===== config.mk =====
export PLATFORM = sky130hd
export DESIGN_NAME = uart_fifo_trig
export DESIGN_NICKNAME = d
export VERILOG_FILES = /design/src/rtl/uart_fifo_trig.sv
export SDC_FILE = /design/constraint.sdc
export NUM_CORES = 1
export LEC_CHECK = 0
export ABC_CLOCK_PERIOD_IN_PS = 4000
export BUFFER_PORTS_ARGS = -buffer_cell sky130_fd_sc_hd__buf_2
export CAP_MARGIN = 40
export CORE_UTILIZATION = 56
export DETAILED_ROUTE_END_ITERATION = 6
export PLACE_DENSITY = 0.75
export SYNTH_ARGS = -nofsm -noshare
export SYNTH_HDL_FRONTEND = slang
export SYNTH_SLANG_ARGS = --single-unit

===== constraint.sdc =====
create_clock -name clk -period 4 [get_ports clk]
set_clock_uncertainty 0.2 [all_clocks]
set_input_delay 0 -clock clk [delete_from_list [all_inputs] [get_ports clk]]
set_output_delay 0 -clock clk [all_outputs]
set_load 0.05 [all_outputs]

===== src/rtl/uart_fifo_trig.sv =====
module uart_fifo_trig #(
  parameter int DEPTH = 64,
  parameter int DW    = 8
) (
  input  logic                       clk,
  input  logic                       rst_n,
  input  logic                       fcr_we,
  input  logic [7:0]                 fcr_wdata,
  input  logic                       enh_en,
  output logic [7:0]                 fcr_q,
  output logic                       dma_mode,
  input  logic                       rx_push,
  input  logic [DW-1:0]              rx_wdata,
  input  logic                       rx_pop,
  output logic [DW-1:0]              rx_rdata,
  output logic [$clog2(DEPTH):0]     rx_count,
  output logic                       rx_overrun,
  output logic                       rx_irq,
  input  logic                       tx_push,
  input  logic [DW-1:0]              tx_wdata,
  input  logic                       tx_pop,
  output logic [DW-1:0]              tx_rdata,
  output logic [$clog2(DEPTH):0]     tx_count,
  output logic                       tx_overrun,
  output logic                       tx_irq
);
  localparam int AW = $clog2(DEPTH);
  localparam int CW = AW + 1;
  localparam logic [CW-1:0] FULL = CW'(DEPTH);

  function automatic logic [CW-1:0] level(input logic is_tx, input logic [1:0] s);
    case (s)
      2'd0:    level = CW'(8);
      2'd1:    level = CW'(16);
      2'd2:    level = is_tx ? CW'(32) : CW'(56);
      default: level = is_tx ? CW'(56) : CW'(60);
    endcase
  endfunction

  logic          en_q, tx_armed;
  logic [1:0]    rx_sel, tx_sel;
  logic [DW-1:0] rx_mem [DEPTH];
  logic [DW-1:0] tx_mem [DEPTH];
  logic [AW-1:0] rx_wp, rx_rp, tx_wp, tx_rp;

  wire [CW-1:0] rx_trig = level(1'b0, rx_sel);
  wire [CW-1:0] tx_trig = level(1'b1, tx_sel);

  wire rx_clr = fcr_we & fcr_wdata[0] & fcr_wdata[1];
  wire tx_clr = fcr_we & fcr_wdata[0] & fcr_wdata[2];
  wire rx_wr  = rx_push & (rx_count != FULL);
  wire rx_rd  = rx_pop  & (rx_count != '0);
  wire tx_wr  = tx_push & (tx_count != FULL);
  wire tx_rd  = tx_pop  & (tx_count != '0);

  wire [CW-1:0] rx_cnt_n = rx_clr ? '0 : rx_count + CW'(rx_wr) - CW'(rx_rd);
  wire [CW-1:0] tx_cnt_n = tx_clr ? '0 : tx_count + CW'(tx_wr) - CW'(tx_rd);

  assign fcr_q  = {rx_sel, tx_sel, dma_mode, 2'b00, en_q};
  assign rx_irq = rx_count >= rx_trig;

  always_ff @(posedge clk or negedge rst_n) begin
    if (!rst_n) begin
      en_q <= 1'b0; dma_mode <= 1'b0; rx_sel <= 2'd0; tx_sel <= 2'd0;
    end else if (fcr_we) begin
      en_q     <= fcr_wdata[0];
      dma_mode <= fcr_wdata[3];
      rx_sel   <= fcr_wdata[7:6];
      if (enh_en) tx_sel <= fcr_wdata[5:4];
    end
  end

  always_ff @(posedge clk) begin
    if (rx_wr && !rx_clr) rx_mem[rx_wp] <= rx_wdata;
    if (tx_wr && !tx_clr) tx_mem[tx_wp] <= tx_wdata;
  end

  always_ff @(posedge clk or negedge rst_n) begin
    if (!rst_n) begin
      rx_wp <= '0; rx_rp <= '0; rx_count <= '0; rx_overrun <= 1'b0; rx_rdata <= '0;
    end else begin
      rx_count <= rx_cnt_n;
      if (rx_rd) rx_rdata <= rx_mem[rx_rp];
      if (rx_clr) begin
        rx_wp <= '0; rx_rp <= '0; rx_overrun <= 1'b0;
      end else begin
        if (rx_wr) rx_wp <= rx_wp + 1'b1;
        if (rx_rd) rx_rp <= rx_rp + 1'b1;
        if (rx_push && !rx_wr) rx_overrun <= 1'b1;
      end
    end
  end

  always_ff @(posedge clk or negedge rst_n) begin
    if (!rst_n) begin
      tx_wp <= '0; tx_rp <= '0; tx_count <= '0; tx_overrun <= 1'b0; tx_rdata <= '0;
    end else begin
      tx_count <= tx_cnt_n;
      if (tx_rd) tx_rdata <= tx_mem[tx_rp];
      if (tx_clr) begin
        tx_wp <= '0; tx_rp <= '0; tx_overrun <= 1'b0;
      end else begin
        if (tx_wr) tx_wp <= tx_wp + 1'b1;
        if (tx_rd) tx_rp <= tx_rp + 1'b1;
        if (tx_push && !tx_wr) tx_overrun <= 1'b1;
      end
    end
  end

  always_ff @(posedge clk or negedge rst_n) begin
    if (!rst_n) begin
      tx_armed <= 1'b0; tx_irq <= 1'b0;
    end else if (tx_clr) begin
      tx_armed <= 1'b0; tx_irq <= 1'b0;
    end else begin
      if (tx_cnt_n >= tx_trig)  tx_armed <= 1'b1;
      else if (tx_cnt_n == '0)  tx_armed <= 1'b0;
      if (tx_wr && tx_cnt_n >= tx_trig)
        tx_irq <= 1'b0;
      else if ((tx_count >= tx_trig && tx_cnt_n < tx_trig) ||
               (!tx_armed && tx_count != '0 && tx_cnt_n == '0))
        tx_irq <= 1'b1;
    end
  end
endmodule


==> impl_metrics.toml <==
[finish]
synthToLayoutAreaGrowth_pct = 14.7
final_cell_mix = "1024 x edfxtp_1, 203 x nor2_1, 188 x mux4_2, 169 x mux2i_1, 140 x buf_4"
layout-drive-gt1-share = 0.235
nNetsFinal = 2654
final_common_cell = "edfxtp_1"
postLayoutCellArea_um2 = 50000
fillers = 5091

[cts]
htree_levels = 3
clock_latency_ns = 0.67
tritoncts.num_buffers = 106
clock-sinks = 1088
clk_pin_slew_ns = 0.06
cts_buffer_depth = 3
cts_root_buf = "clkbuf_16"
tritoncts = "yes"

[synth]
synth_top_cell_area_share = 0.705
synthCells = 2336
synth_area_um2 = 43600
synthTopCellsByArea = "edfxtp_1 70%, mux4_2 9.7%, mux2i_1 3.9%"
yosysWarnings = 0
synth_largest_area_cell = "edfxtp_1"
async_reset_ff_frac = 0.0588
synth-main-ff-cell = "edfxtp_1"
yosysSeqAreaShare = 0.741
synth_edf_count = 1024
synth_cell_types = 59
ys_ff_latch = 1088
synth.avg_cell_area_um2 = 18.7

[timing]
hold_ws_ns = 0.0523
rsz0062_at_grt = "true"
period_needed_ns = 4.07
min_period_over_period = 1.02
hold_viol = 0
slew_violations = 0
relSlewSlack = 0.349
finalSetupViolCount = 1
worst_slew_pin_slew_ns = 0.977
fin_ws_ns = -0.0708
max_freq_ghz = 0.246

[routing]
avgRoutedWirePerCell_um = 25.7
drtIter0Drc = 2717
drc = 0
num_vias = 23300
wl_um = 95600
postRouteAntennaNets = 0
vias_per_cell = 6.26
firstDrtPassIters = 6

[critical_path]
crit_chain = "inv_4 > ha_4 > and4bb_2 > nand2_2 > nand2_2 > inv_2 > ha_4 > inv_2 > ha_4 > fa_2 > a21oi_2 > o21bai_1 > xor2_1 > and2_4 > ha_4 > a21o_1 > a21oi_2 > o21a_1 > nand3_1 > o31a_1"
path_class = "flip-flop to flip-flop"
cp.depth = 20
crit_arrival_ns = 4.41
cp_top_family = "compound AO/OA/AOI/OAI gates"
cpMaxStageDelayCell = "dfrtp_2"
cp_common_cell = "ha_4"
crit_buf_inv = 3
crit_fanout = 3
max_stage_delay_ns = 0.43
reg2regPathDepth = 20
cp-start-kind = "flip-flop"
cp.required_ns = 4.34
endpoint_kind = "flip-flop"

[global_route]
grt_max_degree = 65
grt_overflow_total = 0
use_met1 = 0.350
busiest_layer = "met2"
grt_util_met2 = 0.388
grt_pass1_vias = 23200
grt_pass1_wl_um = 143000
globalRouteMet3Util = 0.0481
grt_usage = 0.245
antenna_found_initial = 1

[run_status]
violations = "negative setup slack"
status = "complete, but fails checks"

[floorplanning]
io-pin-count = 75
initial_utilization = 0.564
fp.coreArea_um2 = 77300
die-area_um2 = 79100
fp-row-count = 102
die_w_um = 281
die_h_um = 281

[placed_design]
dp_hpwl_um = 57800
dpl_cell_area_um2 = 45800
port_buffers = 72
place.gp.congestion = 0.866

[pwr]
p_per_area_nw_per_um2 = 665
finalPower_mw = 33.3
leakage_nw = 16.5
ir_worst_vdd_mv = 0.759

[flow_run]
maxCapViolations = 0

[min_path]
min_path_type = "primary input to flip-flop"
holdPathStages = 4
worst register-to-register path, delay by kind of cell (launching register included):
kind / cells / cell delay, ns
buffers and inverters: 3 / 0.17
flip-flops: 1 / 0.43
adder cells (fa/ha/maj): 5 / 1.10
XOR/XNOR: 1 / 0.22
AND/OR/NAND/NOR: 5 / 0.75
AO/OA/AOI/OAI: 6 / 1.11
synth_stat cells, drive strengths merged (40+ instances only):
cell,n
clkbuf,43
mux4,192
dfrtp,64
buf,91
nor2,203
o22ai,40
a211oi,59
a21oi,52
mux2i,169
edfxtp,1024
nand2,40
power breakdown:
part / internal [mW] / switching [mW] / total (mW) / leakage [nW]
Combinational: 4.05 / 5.45 / 9.50 / 4.81
Sequential: 13.0 / 0.736 / 13.7 / 9.99
Clock: 5.86 / 4.22 / 10.1 / 1.73
worst paths after layout:
path / start / to / slack (ns)
max: tx_count[3] / tx_armed / -0.07
min: enh_en / tx_sel[0] / 0.05
max reg2reg: tx_count[3] / tx_armed / -0.07
min reg2reg: rx_overrun / rx_overrun / 0.36
max in group asynchronous: rst_n / rx_rp[1] / 2.87
min in group asynchronous: rst_n / tx_rp[1] / 0.24
sequential cells by signal, summed over array words and instances, names as in the netlist:
register	cells
tx_rp	6
tx_wp	6
en_q	1
rx_rp	6
dma_mode	1
tx_overrun	1
tx_rdata	8
rx_mem	512
tx_mem	512
rx_rdata	8
rx_overrun	1
tx_irq	1
rx_count	7
tx_sel	2
tx_armed	1
rx_sel	2
rx_wp	6
tx_count	7
routing by layer:
metal / wire (um) / vias to the layer above
met2: 46000 / 1142
met1: 38900 / 12100
met3: 8560 / 158
met5: 0 / -
met4: 2080 / 0
li1: - / 9904
area by class of cell:
type,instances,area (um2),area share
timing repair buffer,274,2170,0.0435
sequential,1088,32400,0.647
tap,1040,1300,0.0260
antenna,1,2.50,0.0000500
clock buffer,128,2770,0.0553
clock inverter,72,781,0.0156
inverter,28,108,0.00215
multi-input combinational,1087,10500,0.211
stage by stage:
| step | util | setup TNS (ns) | std cells | setup WS [ns] |
|---|---|---|---|---|
| after floorplan | - | -0.0682 | 2337 | -0.0682 |
| after global placement | 0.591 | 0 | 3449 | 0.0469 |
| after detailed placement | 0.593 | -0.0153 | 3456 | -0.0131 |
| after CTS | 0.645 | 0 | 3708 | 0.00398 |
| after global routing | 0.647 | -0.299 | 3717 | -0.222 |
| final | 0.647 | -0.0708 | 3718 | -0.0708 |
timing repair:
action / CTS / global route
hold buffers: 51 / 0
resized for setup: 0 / 10
endpoints found under the setup margin: 2 / 2
pin swaps: 2 / 11
setup buffers: 1 / 7
hold endpoints to repair: 1145 / 0
cells by family (layout without fill, tap and decap cells):
family | Yosys count | after routing | share of synthesized area
DFF | 1088 | 1088 | 0.741
and+or+nand+nor | 404 | 404 | 0.0437
muxes | 374 | 374 | 0.142
AOI/OAI and AO/OA | 245 | 245 | 0.0384
buffers and inverters | 162 | 502 | 0.0191
adders and majority gates | 37 | 37 | 0.0110
xor gates and xnor gates | 25 | 25 | 0.00502
other | 1 | 3 | 0.0000859
Power figures use the tool's default switching activity.
